==> src/rtl/intc_pkg.sv <==
package intc_pkg;

   // Word offsets; software and the checker both depend on these values.
   typedef enum logic [2:0] {
      OFF_STATUS = 3'd0,
      OFF_PEND   = 3'd1,
      OFF_ENABLE = 3'd2,
      OFF_ACK    = 3'd3,
      OFF_SET_EN = 3'd4,
      OFF_CLR_EN = 3'd5,
      OFF_VECTOR = 3'd6,
      OFF_MASTER = 3'd7
   } intc_off_e;

   localparam int unsigned INTC_NUM_WORDS = 8;
   localparam int unsigned INTC_WORD_LSB  = 2;

   // Master word bit positions.
   localparam int unsigned MST_OUT_GATE = 0;
   localparam int unsigned MST_CAPTURE  = 1;

endpackage

==> src/rtl/intc_sync_capture.sv <==
module intc_sync_capture #(
   parameter int unsigned N_IRQ       = 32,
   parameter logic [N_IRQ-1:0] EDGE_MASK = '0,
   parameter int unsigned SYNC_STAGES = 2
) (
   input  logic             clk,
   input  logic             rst_n,
   input  logic [N_IRQ-1:0] raw_in,
   output logic [N_IRQ-1:0] cap_evt
);

   logic [N_IRQ-1:0] chain_q [SYNC_STAGES];
   logic [N_IRQ-1:0] sync_lvl;

   always_ff @(posedge clk or negedge rst_n) begin
      if (!rst_n) chain_q[0] <= '0;
      else        chain_q[0] <= raw_in;
   end

   for (genvar s = 1; s < SYNC_STAGES; s++) begin : g_stage
      always_ff @(posedge clk or negedge rst_n) begin
         if (!rst_n) chain_q[s] <= '0;
         else        chain_q[s] <= chain_q[s-1];
      end
   end

   assign sync_lvl = chain_q[SYNC_STAGES-1];

   // Per-input choice of capture kind.
   for (genvar i = 0; i < N_IRQ; i++) begin : g_kind
      if (EDGE_MASK[i]) begin : g_edge
         logic prev_q;
         always_ff @(posedge clk or negedge rst_n) begin
            if (!rst_n) prev_q <= 1'b0;
            else        prev_q <= sync_lvl[i];
         end
         assign cap_evt[i] = sync_lvl[i] & ~prev_q;
      end else begin : g_level
         assign cap_evt[i] = sync_lvl[i];
      end
   end

endmodule

==> src/rtl/intc_lowest_first.sv <==
module intc_lowest_first #(
   parameter int unsigned N_REQ = 32,
   parameter int unsigned IDX_W = (N_REQ > 1) ? $clog2(N_REQ) : 1
) (
   input  logic [N_REQ-1:0] req,
   output logic [IDX_W-1:0] idx,
   output logic             any
);

   // Scan from the top down so the lowest set bit is the last one kept.
   always_comb begin
      idx = '0;
      for (int i = N_REQ - 1; i >= 0; i--) begin
         if (req[i]) idx = IDX_W'(i);
      end
   end

   assign any = |req;

endmodule

==> src/rtl/intc_bus_decode.sv <==
module intc_bus_decode
   import intc_pkg::*;
#(
   parameter int unsigned ADDR_W = 6
) (
   input  logic              bus_wr,
   input  logic [ADDR_W-1:0] bus_addr,
   output logic              in_map,
   output intc_off_e         off,
   output logic [INTC_NUM_WORDS-1:0] wr_hit
);

   localparam int unsigned WORD_W = ADDR_W - INTC_WORD_LSB;

   logic [WORD_W-1:0] word;
   logic [INTC_WORD_LSB-1:0] unused_lsb;

   assign word       = bus_addr[ADDR_W-1:INTC_WORD_LSB];
   assign unused_lsb = bus_addr[INTC_WORD_LSB-1:0];
   assign in_map     = (32'(word) < INTC_NUM_WORDS);
   assign off        = intc_off_e'(word[2:0]);

   for (genvar w = 0; w < INTC_NUM_WORDS; w++) begin : g_hit
      assign wr_hit[w] = bus_wr && in_map && (32'(off) == w);
   end

endmodule

==> src/rtl/intc_vectored.sv <==
module intc_vectored
   import intc_pkg::*;
#(
   parameter int unsigned N_IRQ       = 32,
   parameter int unsigned DATA_W      = 32,
   parameter int unsigned ADDR_W      = 6,
   parameter int unsigned SYNC_STAGES = 2,
   parameter logic [N_IRQ-1:0] EDGE_MASK = '0
) (
   input  logic              clk,
   input  logic              rst_n,
   input  logic [N_IRQ-1:0]  irq_in,
   input  logic              bus_wr,
   input  logic [ADDR_W-1:0] bus_addr,
   input  logic [DATA_W-1:0] bus_wdata,
   output logic [DATA_W-1:0] bus_rdata,
   output logic              irq_out
);

   localparam int unsigned IDX_W = (N_IRQ > 1) ? $clog2(N_IRQ) : 1;

   // Elaboration-time parameter checks.
   if (N_IRQ < 1 || N_IRQ > DATA_W) begin : g_bad_nirq
      $error("intc_vectored: N_IRQ must be in 1..DATA_W");
   end
   if (ADDR_W < INTC_WORD_LSB + 3) begin : g_bad_addr
      $error("intc_vectored: ADDR_W too small for eight words");
   end
   if (SYNC_STAGES < 2) begin : g_bad_sync
      $error("intc_vectored: SYNC_STAGES must be at least 2");
   end
   if (DATA_W < 2) begin : g_bad_data
      $error("intc_vectored: DATA_W must hold the master bits");
   end

   logic [N_IRQ-1:0] status_q, status_d;
   logic [N_IRQ-1:0] enable_q, enable_d;
   logic [1:0]       mer_q, mer_d;
   logic [N_IRQ-1:0] cap_evt;
   logic [N_IRQ-1:0] pend;
   logic [N_IRQ-1:0] wdata_n;
   logic [IDX_W-1:0] vec_idx;
   logic             vec_valid;
   logic             in_map;
   intc_off_e        off;
   logic [INTC_NUM_WORDS-1:0] wr_hit;

   assign wdata_n = bus_wdata[N_IRQ-1:0];

   intc_bus_decode #(.ADDR_W(ADDR_W)) u_decode (
      .bus_wr  (bus_wr),
      .bus_addr(bus_addr),
      .in_map  (in_map),
      .off     (off),
      .wr_hit  (wr_hit)
   );

   intc_sync_capture #(
      .N_IRQ      (N_IRQ),
      .EDGE_MASK  (EDGE_MASK),
      .SYNC_STAGES(SYNC_STAGES)
   ) u_capture (
      .clk    (clk),
      .rst_n  (rst_n),
      .raw_in (irq_in),
      .cap_evt(cap_evt)
   );

   // Status: software load, then acknowledge, then hardware capture on top.
   always_comb begin
      status_d = status_q;
      if (wr_hit[OFF_STATUS] && !mer_q[MST_CAPTURE]) status_d = wdata_n;
      if (wr_hit[OFF_ACK])                          status_d = status_d & ~wdata_n;
      if (mer_q[MST_CAPTURE])                       status_d = status_d | cap_evt;
   end

   always_comb begin
      enable_d = enable_q;
      if (wr_hit[OFF_ENABLE]) enable_d = wdata_n;
      if (wr_hit[OFF_SET_EN]) enable_d = enable_q | wdata_n;
      if (wr_hit[OFF_CLR_EN]) enable_d = enable_q & ~wdata_n;
   end

   always_comb begin
      mer_d = mer_q;
      if (wr_hit[OFF_MASTER]) mer_d = bus_wdata[1:0];
   end

   always_ff @(posedge clk or negedge rst_n) begin
      if (!rst_n) begin
         status_q <= '0;
         enable_q <= '0;
         mer_q    <= '0;
      end else begin
         status_q <= status_d;
         enable_q <= enable_d;
         mer_q    <= mer_d;
      end
   end

   assign pend = status_q & enable_q;

   intc_lowest_first #(.N_REQ(N_IRQ), .IDX_W(IDX_W)) u_lowest (
      .req(pend),
      .idx(vec_idx),
      .any(vec_valid)
   );

   assign irq_out = mer_q[MST_OUT_GATE] & vec_valid;

   always_comb begin
      bus_rdata = '0;
      if (in_map) begin
         case (off)
            OFF_STATUS: bus_rdata = DATA_W'(status_q);
            OFF_PEND:   bus_rdata = DATA_W'(pend);
            OFF_ENABLE: bus_rdata = DATA_W'(enable_q);
            OFF_VECTOR: bus_rdata = vec_valid ? DATA_W'(vec_idx) : '1;
            OFF_MASTER: bus_rdata = DATA_W'(mer_q);
            default:    bus_rdata = '0;
         endcase
      end
   end

endmodule

==> config.mk <==
export PLATFORM = sky130hd
export DESIGN_NAME = intc_vectored
export DESIGN_NICKNAME = d
export VERILOG_FILES = /design/src/rtl/intc_pkg.sv /design/src/rtl/intc_sync_capture.sv /design/src/rtl/intc_lowest_first.sv /design/src/rtl/intc_bus_decode.sv /design/src/rtl/intc_vectored.sv
export SDC_FILE = /design/constraint.sdc
export NUM_CORES = 1
export LEC_CHECK = 0
export ABC_AREA = 1
export BUFFER_PORTS_ARGS = -buffer_cell sky130_fd_sc_hd__buf_4
export CORE_ASPECT_RATIO = 0.5
export CORE_UTILIZATION = 40
export CTS_CLUSTER_SIZE = 20
export DETAILED_ROUTE_END_ITERATION = 10
export PLACE_DENSITY = 0.67
export SKIP_CTS_REPAIR_TIMING = 1
export SLEW_MARGIN = 20
export SYNTH_ARGS = -nofsm -noshare
export SYNTH_HDL_FRONTEND = slang
export SYNTH_SLANG_ARGS = --single-unit
==> constraint.sdc <==
create_clock -name clk -period 5.3 [get_ports clk]
set_input_delay 0.795 -clock clk [delete_from_list [all_inputs] [get_ports clk]]
set_output_delay 0.795 -clock clk [all_outputs]
set_load 0.02 [all_outputs]
==> results.ini <==
[run_status]
status=completed

[setup_path]
cpMaxStageDelayCell=nor4_1
cp_max_fo=29
critical_path_class=reg2out
crit_buf_inv=4
end_kind=output port
crit_chain=nand2_1, nand2_1, nor2_1, nand2_1, nor4_1, inv_1, nor2_1, inv_2, nor2_1, inv_2, o221ai_1, a21oi_1, nor2_1, buf_4
cp.required_ps=4510
path_delay_family=simple AND/OR/NAND/NOR gates
worst_ep_arrival_time_ps=3030
critPathMostFrequentCell=nor2_1
startpoint_type=flip-flop
slowest_delay_ps=520

[hold_path]
hp-class=reg2reg

[detailed_routing]
vias=5172
drc=0
wire_per_inst_um=15.3
ant_nets=0
drt_iter0_drc=370
routed_via_density=5.15
drt_wl_total_um=15400
first_pass_iters=5

[synth]
yosysUniqueCellTypes=24
ys_seq_area_frac=0.550
yosys-top-cells-area=dfrtp_1 55%, nand2_1 10%, a21oi_1 7.3%, o22ai_1 6.2%, o21ai_0 5.7%
synth-seq-cells=130
synth-edff-count=0
netlist_instances=708
yosysTopAreaCellShare=0.550
synth-main-ff-cell=dfrtp_1
synthArstFlopShare=1.00
synth.most_common_cell=nand2_1
yosys_warnings=0
syn_area_sq_um=5920
synth_nets=781
synth_top_area_cell=dfrtp_1
syn_avg_cell_area_sq_um=8.36
synth_common_cells=164 x nand2_1, 130 x dfrtp_1, 86 x a21oi_1

[timing]
fin_skew_ps=7.18
tightest_slew_ps=1170
max-slew-margin-rel=0.222
slew_viol_final=0
clock.fmax_mhz=262
setup_tns_ps=0
rsz0062_at_grt=no
finalHoldViolCount=0
hold_ws_ps=346
period_needed_ps=3820
timing.final.crit_share=0.721
setup_viol=0

[cts]
htreeDepth=4
cts_tree=built
clockBufferDepth=2
clk_pin_slew_ps=60
clkLatencyLatePin_ps=410
root_buffer=clkbuf_16
numCtsBuffers=17
cts.sink_count=130

[floorplanning]
core_area_sq_um=14000
rows=30
fp.dieH_um=88.0
start_util=0.423
die_area_sq_um=15300
pin_count=106
fp.dieW_um=174

[place]
gp_congestion=0.834
placement.io_buffers=103
place_inst=973
dp_hpwl_um=9670

[power_and_ir_drop]
p_leak_uw=0.00371
p_comb_frac=0.199
power_density_nw_per_um2=433
p_clk_frac=0.412
vdd_drop_max_mv=0.221
switching_share=0.297
power_switching_uw=969
internal_power_uw=2290
seqPwrFrac=0.389
fin_total_pwr_uw=3260

[final_layout]
nets=873
finalNonFillerCells=1004
diodes=0
synthToLayoutAreaGrowth_pct=27.3
layout-drive-gt1-share=0.222

[global_route]
grt_max_degree=65
grt_usage=0.210
grt-ovfl-total=0
grt_pass1_wl_um=24900
grt_pass1_vias=4950
antenna_found_initial=0

[flow_run]
max-cap-violations=0

placed cells by master, fill, tap and decap left out, drive strengths merged:
cell	count
nor3	3
inv	82
a21oi	87
nor2	33
nand3	4
bufinv	6
a31oi	2
o22ai	59
nor4	1
clkinv	3
o211ai	1
nand4	1
buf	110
o21ai	68
o31ai	1
o221ai	4
clkinvlp	4
dfrtp	130
nand2	191
clkbuf	18
a211oi	2
a221oi	2
power by group through the flow:
stage | Sequential [uW] | Clock (uW) | Combinational (uW)
2_1_floorplan | 1250 | 0 | 462
3_3_place_gp | 1280 | 0 | 627
3_5_place_dp | 1280 | 0 | 644
4_1_cts | 1270 | 1360 | 652
5_1_grt | 1290 | 1410 | 744
6_report | 1270 | 1340 | 650
layer usage:
layer  GRT usage  routed length (um)  vias to the layer above
met5           0                   0                        -
met4      0.0710                 162                        0
met3      0.0451                 751                       17
met2       0.344                7170                      171
met1       0.280                7290                     2450
li1            -                   -                     2534
worst reg2reg max path: stages, from the launching register on:
cell and delay [ps]:
dfrtp_1 890, buf_4 340, nor2_1 100, nand2_4 470, nand2_1 140, o21ai_0 140, o21ai_0 140, nand2_1 70
kinds of logic after synthesis:
kind of cell    count (synthesis)  share of synthesized area
simple gates                  233                      0.165
buf+inv                       119                     0.0755
compound gates                226                      0.210
flops                         130                      0.550
path summary, 6_finish.rpt:
check | startpoint | to | slack [ps] | cells past startpoint
setup / recovery | status_q[23] | bus_rdata[7] | 1480 | 14
hold / removal | u_capture.chain_q[36] | u_capture.cap_evt[4] | 350 | 0
setup reg to reg | mer_q[1] | status_q[27] | 2950 | 7
hold reg to reg | u_capture.chain_q[36] | u_capture.cap_evt[4] | 350 | 0
max in group asynchronous | rst_n | enable_q[2] | 3830 | 2
min in group asynchronous | rst_n | u_capture.cap_evt[6] | 410 | 1
area by class of cell:
| class | count | area [sq um] |
|---|---|---|
| timing repair buffer | 110 | 826 |
| clock inverter | 13 | 233 |
| tap | 192 | 240 |
| sequential | 130 | 3250 |
| clock buffer | 18 | 439 |
| multi-input combinational | 459 | 2230 |
| inverter | 82 | 308 |
| fill | 1293 | 6470 |
flip-flops by register name, indices dropped and copies added, names as in the netlist:
signal / count
u_capture.chain_q: 32
mer_q: 2
enable_q: 32
u_capture.cap_evt: 32
status_q: 32
through the flow:
step           area (sq um)  utilization  worst slack [ps]
6_report               7530        0.538              1480
5_1_grt                7530        0.538              1230
4_1_cts                7530        0.538              1470
3_5_place_dp           6860        0.490              1860
3_3_place_gp           6850        0.490              1860
2_1_floorplan          5920            -              2380
Power figures use the tool's default switching activity.
